[src/rtl/bcd_counter_pkg.sv]
package bcd_counter_pkg;
    localparam int DIGIT_W   = 4;
    localparam int DIGIT_MAX = 9;

    typedef logic [DIGIT_W-1:0] bcd_digit_t;

    typedef struct packed {
        bcd_digit_t digit;
    } decade_state_t;

    function automatic logic digit_is_max(bcd_digit_t d);
        return d == bcd_digit_t'(DIGIT_MAX);
    endfunction
endpackage

[src/rtl/bcd_decade.sv]
module bcd_decade
    import bcd_counter_pkg::*;
(
    input  logic       clk,
    input  logic       clr,
    input  logic       step_i,
    output bcd_digit_t digit_o,
    output logic       at_max_o
);
    decade_state_t st_d, st_q;

    // Reaching 9 makes the next step load zero; 1010 is never entered.
    always_comb begin
        st_d = st_q;
        if (clr) begin
            st_d.digit = '0;
        end else if (step_i) begin
            if (digit_is_max(st_q.digit)) begin
                st_d.digit = '0;
            end else begin
                st_d.digit = st_q.digit + bcd_digit_t'(1);
            end
        end
    end

    always_ff @(posedge clk) begin
        st_q <= st_d;
    end

    assign digit_o  = st_q.digit;
    assign at_max_o = digit_is_max(st_q.digit);
endmodule

[src/rtl/bcd_carry_chain.sv]
module bcd_carry_chain #(
    parameter int NUM_DECADES = 3
) (
    input  logic                   en_i,
    input  logic [NUM_DECADES-1:0] at_max_i,
    output logic [NUM_DECADES-1:0] step_o,
    output logic                   tc_o
);
    assign step_o[0] = en_i;

    genvar gi;
    generate
        for (gi = 1; gi < NUM_DECADES; gi++) begin : g_link
            assign step_o[gi] = step_o[gi-1] & at_max_i[gi-1];
        end
    endgenerate

    assign tc_o = step_o[NUM_DECADES-1] & at_max_i[NUM_DECADES-1];
endmodule

[src/rtl/bcd_counter.sv]
module bcd_counter
    import bcd_counter_pkg::*;
#(
    parameter int NUM_DECADES = 3
) (
    input  logic                           clk,
    input  logic                           clr,
    input  logic                           cnt_en,
    output logic [NUM_DECADES*DIGIT_W-1:0] bcd_o,
    output logic                           tc_o
);
    logic [NUM_DECADES-1:0] step;
    logic [NUM_DECADES-1:0] at_max;

    bcd_carry_chain #(.NUM_DECADES(NUM_DECADES)) u_chain (
        .en_i     (cnt_en),
        .at_max_i (at_max),
        .step_o   (step),
        .tc_o     (tc_o)
    );

    genvar gi;
    generate
        for (gi = 0; gi < NUM_DECADES; gi++) begin : g_dec
            bcd_decade u_dec (
                .clk      (clk),
                .clr      (clr),
                .step_i   (step[gi]),
                .digit_o  (bcd_o[gi*DIGIT_W +: DIGIT_W]),
                .at_max_o (at_max[gi])
            );
        end
    endgenerate
endmodule

[config.mk]
export PLATFORM = sky130hd
export DESIGN_NAME = bcd_counter
export DESIGN_NICKNAME = d
export VERILOG_FILES = /design/src/rtl/bcd_counter_pkg.sv /design/src/rtl/bcd_decade.sv /design/src/rtl/bcd_carry_chain.sv /design/src/rtl/bcd_counter.sv
export SDC_FILE = /design/constraint.sdc
export NUM_CORES = 1
export LEC_CHECK = 0
export ABC_AREA = 1
export BUFFER_PORTS_ARGS = -buffer_cell sky130_fd_sc_hd__buf_2
export CAP_MARGIN = 30
export CORE_UTILIZATION = 45
export CTS_CLUSTER_SIZE = 12
export DETAILED_ROUTE_END_ITERATION = 10
export PLACE_DENSITY = 0.7
export SLEW_MARGIN = 20
export SYNTH_ARGS = -nofsm -noshare
export SYNTH_HDL_FRONTEND = slang
export SYNTH_SLANG_ARGS = --single-unit
[constraint.sdc]
create_clock -name clk -period 1.4 [get_ports clk]
set_clock_uncertainty 0.15 [all_clocks]
set_input_delay 0.28 -clock clk [delete_from_list [all_inputs] [get_ports clk]]
set_output_delay 0.28 -clock clk [all_outputs]
set_load 0.01 [all_outputs]
# Word-level counts from Yosys, hierarchy flattened
# Index checks and enable logic that the tools add are counted.
# word_totals
register_bits	12
inputBits	3
output_inout_bits	13
wordCells	15
# classes
addsub	3
eq_ne	3
muxes	3
bitwise	3
# op_table
operator	n
$add 4x1->4 const B	3
$eq 4x4->1 const B	3
$mux 4	3
$and 1x1->1	3

# Depth between registers and ports, before layout
# depth
depth_word	4
depth_mapped	7
mapped_depth_nobuf	7

# Hierarchy
# A second synthesis with hierarchy kept.
# hier_totals
hier_cells	100
area_unflattened_um2	654.4
# by_module_without_submodules
mod	n_inst	cells_each	area_each_um2	seq_area_each_um2
bcd_decade	3	31	205.2	80.1
bcd_carry_chain	1	7	38.8	0.0

# Least setup slack after synthesis
# Ideal clock, no wire load.
# synth_path
path_type	reg-to-output
startpoint	reg g_dec[0].u_dec.st_q, in the netlist g_dec[0].u_dec.digit_o[0]
endpoint	out tc_o
arrival_ns	0.919
required_ns	0.970
path_slack_ns	0.051
stages_incl_launch_ff	5
path_buffers	0
path_cell_list	dfxtp_1 nand3_1 nor2_4 nand3_1 inv_1
# synth_via
elab_chain_len	4
# synth_rtl
element	line	rtl
from (decl)	bcd_decade.sv:10	decade_state_t st_d, st_q;
from (signal assigned)	bcd_decade.sv:27	st_q <= st_d;
$eq 4x4->1	bcd_counter_pkg.sv:12	return d == bcd_digit_t'(DIGIT_MAX);
$and 1x1->1 (2 in series)	bcd_carry_chain.sv:14	assign step_o[gi] = step_o[gi-1] & at_max_i[gi-1];
$and 1x1->1	bcd_carry_chain.sv:18	assign tc_o = step_o[NUM_DECADES-1] & at_max_i[NUM_DECADES-1];
to (decl)	bcd_counter.sv:10	output logic tc_o
# No other way between the ends.

# Worst setup path after layout
# layout_path
startpoint	reg g_dec[0].u_dec.st_q, in the netlist g_dec[0].u_dec.digit_o[1]
endpoint	out tc_o
# The elaborated chain is that of the path after synthesis.

==> results.md <==
* Nets@finish at 127
* Critical Path, Cell by Cell: inv_2 -> nand3_2 -> nor2_4 -> nand3_2 -> inv_1 -> buf_2
* Maximum number of pins on one net before global-route repair at 10
* Final wirelength at 1.36 mm
* Die width at 39.2 um
* Worst flop-to-flop path startpoint: g_dec[0].u_dec.digit_o[0]$_SDFFE_PP0P_
* Result of the run: finished with violations
* Clk Tree Root Cell: sky130_fd_sc_hd__clkbuf_4
* Hold depth at 2
* Post-synthesis sequential element count at 12
* Initial cell density of the core at 48.4%
* Area added between synthesis and finish at 44.3%
* Detailed-route vias per instance at 4.67
* PD cells at 763 nW/um^2
* Most used cells in the layout excluding fill and tap cells: sky130_fd_sc_hd__nand2_1 (17), sky130_fd_sc_hd__buf_2 (15), sky130_fd_sc_hd__buf_4 (13)
* Number of buffers created by CTS at 3
* Combined area of all synthesized cells at 622 um^2
* Worst setup slack after layout at -0.178 ns
* Crit path required time at 0.97 ns
* Count of input and output buffers at 15
* Most frequent standard cell in the layout excluding fill and tap cells: sky130_fd_sc_hd__nand2_1
* Capturing element type of the critical path: output port
* CTS Hold Buffers Added at 0
* Bufs on Longest Clock Path at 2
* Final setup violating endpoints at 1
* Clk slew on worst S/H paths at 0.08 ns
* Start-to-end type of the worst setup path: register to output port
* Bufs and invs on worst path at 3
* Worst IR Drop VDD at 0.408 mV
* Most repeated library cell on the critical path: sky130_fd_sc_hd__nand3_2
* Core outline area at 1280 um^2
* Final hold slack at 0.0454 ns
* RSZ-0062 raised after global routing: true
* Skew-Pair Late Insertion Delay at 0.28 ns
* Via count of the first global-routing pass at 515
* Sort of element at the start of the critical path: register
* Standard cell with the maximum stage delay on the critical path: sky130_fd_sc_hd__dfxtp_2
* Antenna cell count at 0
* Failing checks: negative setup slack
* Area enclosed by the die boundary at 1530 um^2
* Period minus WS final at 1.58 ns
* # H-tree levels at 1
* Number of hold-slack violations in the final timing report at 0
* Max stage delay on crit path at 0.33 ns
* GP Congestion at 0.637
* Ports placed on the boundary at 16
* Number of different library cells in the post-synthesis netlist at 19
* Launch point of the worst hold path: clr
* Hold/Removal Path Class: primary input to register
* Average routed wire per standard cell at 9.83 um
* Placed insts at 127
* Leakage Power at 0.429 nW
* Period utilisation layout at 113%
* Arrival time at the worst endpoint at 1.15 ns
* Worst Hold End: g_dec[2].u_dec.digit_o[1]$_SDFFE_PP0P_
* Via count at 645
* Max_slew headroom at 84.7%
* Final Slew Violations at 0
* Fraction of layout instances using a drive strength above 1 at 52.8%
* Number of instances in the synthesized netlist at 91
* Worst Max-Slew Pin Slew at 0.228 ns
* Router iterations before antenna repair at 4
* Largest register FFs at 12
* Number of DRC markers after the initial detailed-route iteration at 4
* Wire length of the first global-routing pass at 1.96 mm
* Total routing usage reported by global routing at 18.7%
* Initial antenna violation count at 0
* Remaining global-route overflow at 0
* Worst-path maximum fanout at 2
* Final non-filler cell total at 138
* Drt drc at 0
* Post-synthesis average cell area at 6.83 um^2
* Seq/Total Area, Yosys at 38.6%
* Max Freq at 634 MHz
* Warnings, synthesis at 0
* Total of max-cap violations at 0
* Antenna-violating nets left at 0
* Placed wire-length estimate after detailed placement at 896 um
* Reg2Reg Capture Point: g_dec[1].u_dec.digit_o[1]$_SDFFE_PP0N_
* Total power at 0.684 mW
* Count of standard-cell rows at 13
* Clock sink count at 12
* CTS tree: done
* Synthesized netlist net count at 94
* Family of cells with the greatest summed delay on the critical path: flip-flops
* Chip height at 39.2 um
* Worst-case register-to-register setup slack at 0.14 ns
* R2R cell count at 6
==> worst register-to-register path, stage by stage, from the launching register on <==
cell and delay [ns]:
sky130_fd_sc_hd__dfxtp_2 0.34, sky130_fd_sc_hd__buf_4 0.12, sky130_fd_sc_hd__nand2_2 0.06, sky130_fd_sc_hd__nor2_4 0.12, sky130_fd_sc_hd__nand2_4 0.09, sky130_fd_sc_hd__o21ai_1 0.17, sky130_fd_sc_hd__o21ai_1 0.08
==> power by group <==
part / switching (mW) / internal, mW
clock: 0.124 / 0.158
sequential: 0.00320 / 0.347
combinational: 0.0300 / 0.0223
total: 0.157 / 0.527
==> worst max path at each step <==
stage / to / cells past startpoint / start / slack [ns]
2_1_floorplan: tc_o / 4 / g_dec[0].u_dec.digit_o[0]$_SDFFE_PP0P_ / 0.05
3_3_place_gp: tc_o / 6 / cnt_en / 0.09
3_5_place_dp: tc_o / 6 / cnt_en / 0.07
4_1_cts: tc_o / 6 / g_dec[1].u_dec.digit_o[2]$_SDFFE_PP0N_ / -0.14
5_1_grt: tc_o / 6 / g_dec[0].u_dec.digit_o[1]$_SDFFE_PP0P_ / -0.24
6_report: tc_o / 6 / g_dec[0].u_dec.digit_o[1]$_SDFFE_PP0P_ / -0.18
==> metal layers <==
metal  share of wire (%)  track usage [%]
met1                  48             24.8
met2                  46             27.9
met3                 3.8             3.47
met4                 2.3             10.3
met5                   0                0
==> synth_stat cells <==
master	count	area (um^2)
sky130_fd_sc_hd__o21ai_1	3	15.0
sky130_fd_sc_hd__nor2_2	2	12.5
sky130_fd_sc_hd__nor2_1	9	33.8
sky130_fd_sc_hd__inv_1	15	56.3
sky130_fd_sc_hd__a21oi_1	5	25.0
sky130_fd_sc_hd__o21ai_0	3	15.0
sky130_fd_sc_hd__or2_2	1	6.26
sky130_fd_sc_hd__inv_2	1	3.75
sky130_fd_sc_hd__nand3_1	9	45.0
sky130_fd_sc_hd__a21oi_2	1	8.76
sky130_fd_sc_hd__nand2_4	1	11.3
sky130_fd_sc_hd__clkinv_1	1	3.75
sky130_fd_sc_hd__nand3_2	1	10.0
sky130_fd_sc_hd__nor3b_1	1	7.51
sky130_fd_sc_hd__nor2_4	3	33.8
sky130_fd_sc_hd__dfxtp_1	12	240
sky130_fd_sc_hd__nand2_1	20	75.1
sky130_fd_sc_hd__nand2_2	2	12.5
sky130_fd_sc_hd__nand4_1	1	6.26
==> timing repair <==
| action | in CTS | in global routing |
|---|---|---|
| buffers inserted | 5 | 2 |
| pin swaps | 3 | 4 |
| setup endpoints to repair | 1 | 1 |
| resized for setup | 11 | 13 |
| hold endpoints to repair | 0 | 0 |
==> cell families (layout without fill, tap and decap cells) <==
group,count (synthesis),in the layout,synth area share (%)
buffers and inverters,17,49,10.3
and+or+nand+nor,50,50,40.8
DFF,12,12,38.6
AOI/OAI and AO/OA,12,12,10.3
==> layout make-up <==
class | count | area (um^2)
fillers | 110 | 388
multi-input cells | 62 | 353
flip-flops and latches | 12 | 253
repair buffers | 28 | 173
inverters | 17 | 63.8
clock buffers | 4 | 36.3
well taps | 15 | 18.8
==> per-stage QoR <==
| stage | setup slack, ns | TNS, ns | instance area (um^2) | util, % |
|---|---|---|---|---|
| global route | -0.238 | -0.238 | 897 | 69.8 |
| global placement | 0.0868 | 0 | 761 | 59.2 |
| CTS | -0.138 | -0.138 | 853 | 66.4 |
| finish | -0.178 | -0.178 | 897 | 69.8 |
| floorplan | 0.0509 | 0 | 622 | - |
| detailed placement | 0.0687 | 0 | 761 | 59.2 |
No activity file was read; power rests on OpenSTA's default activity.
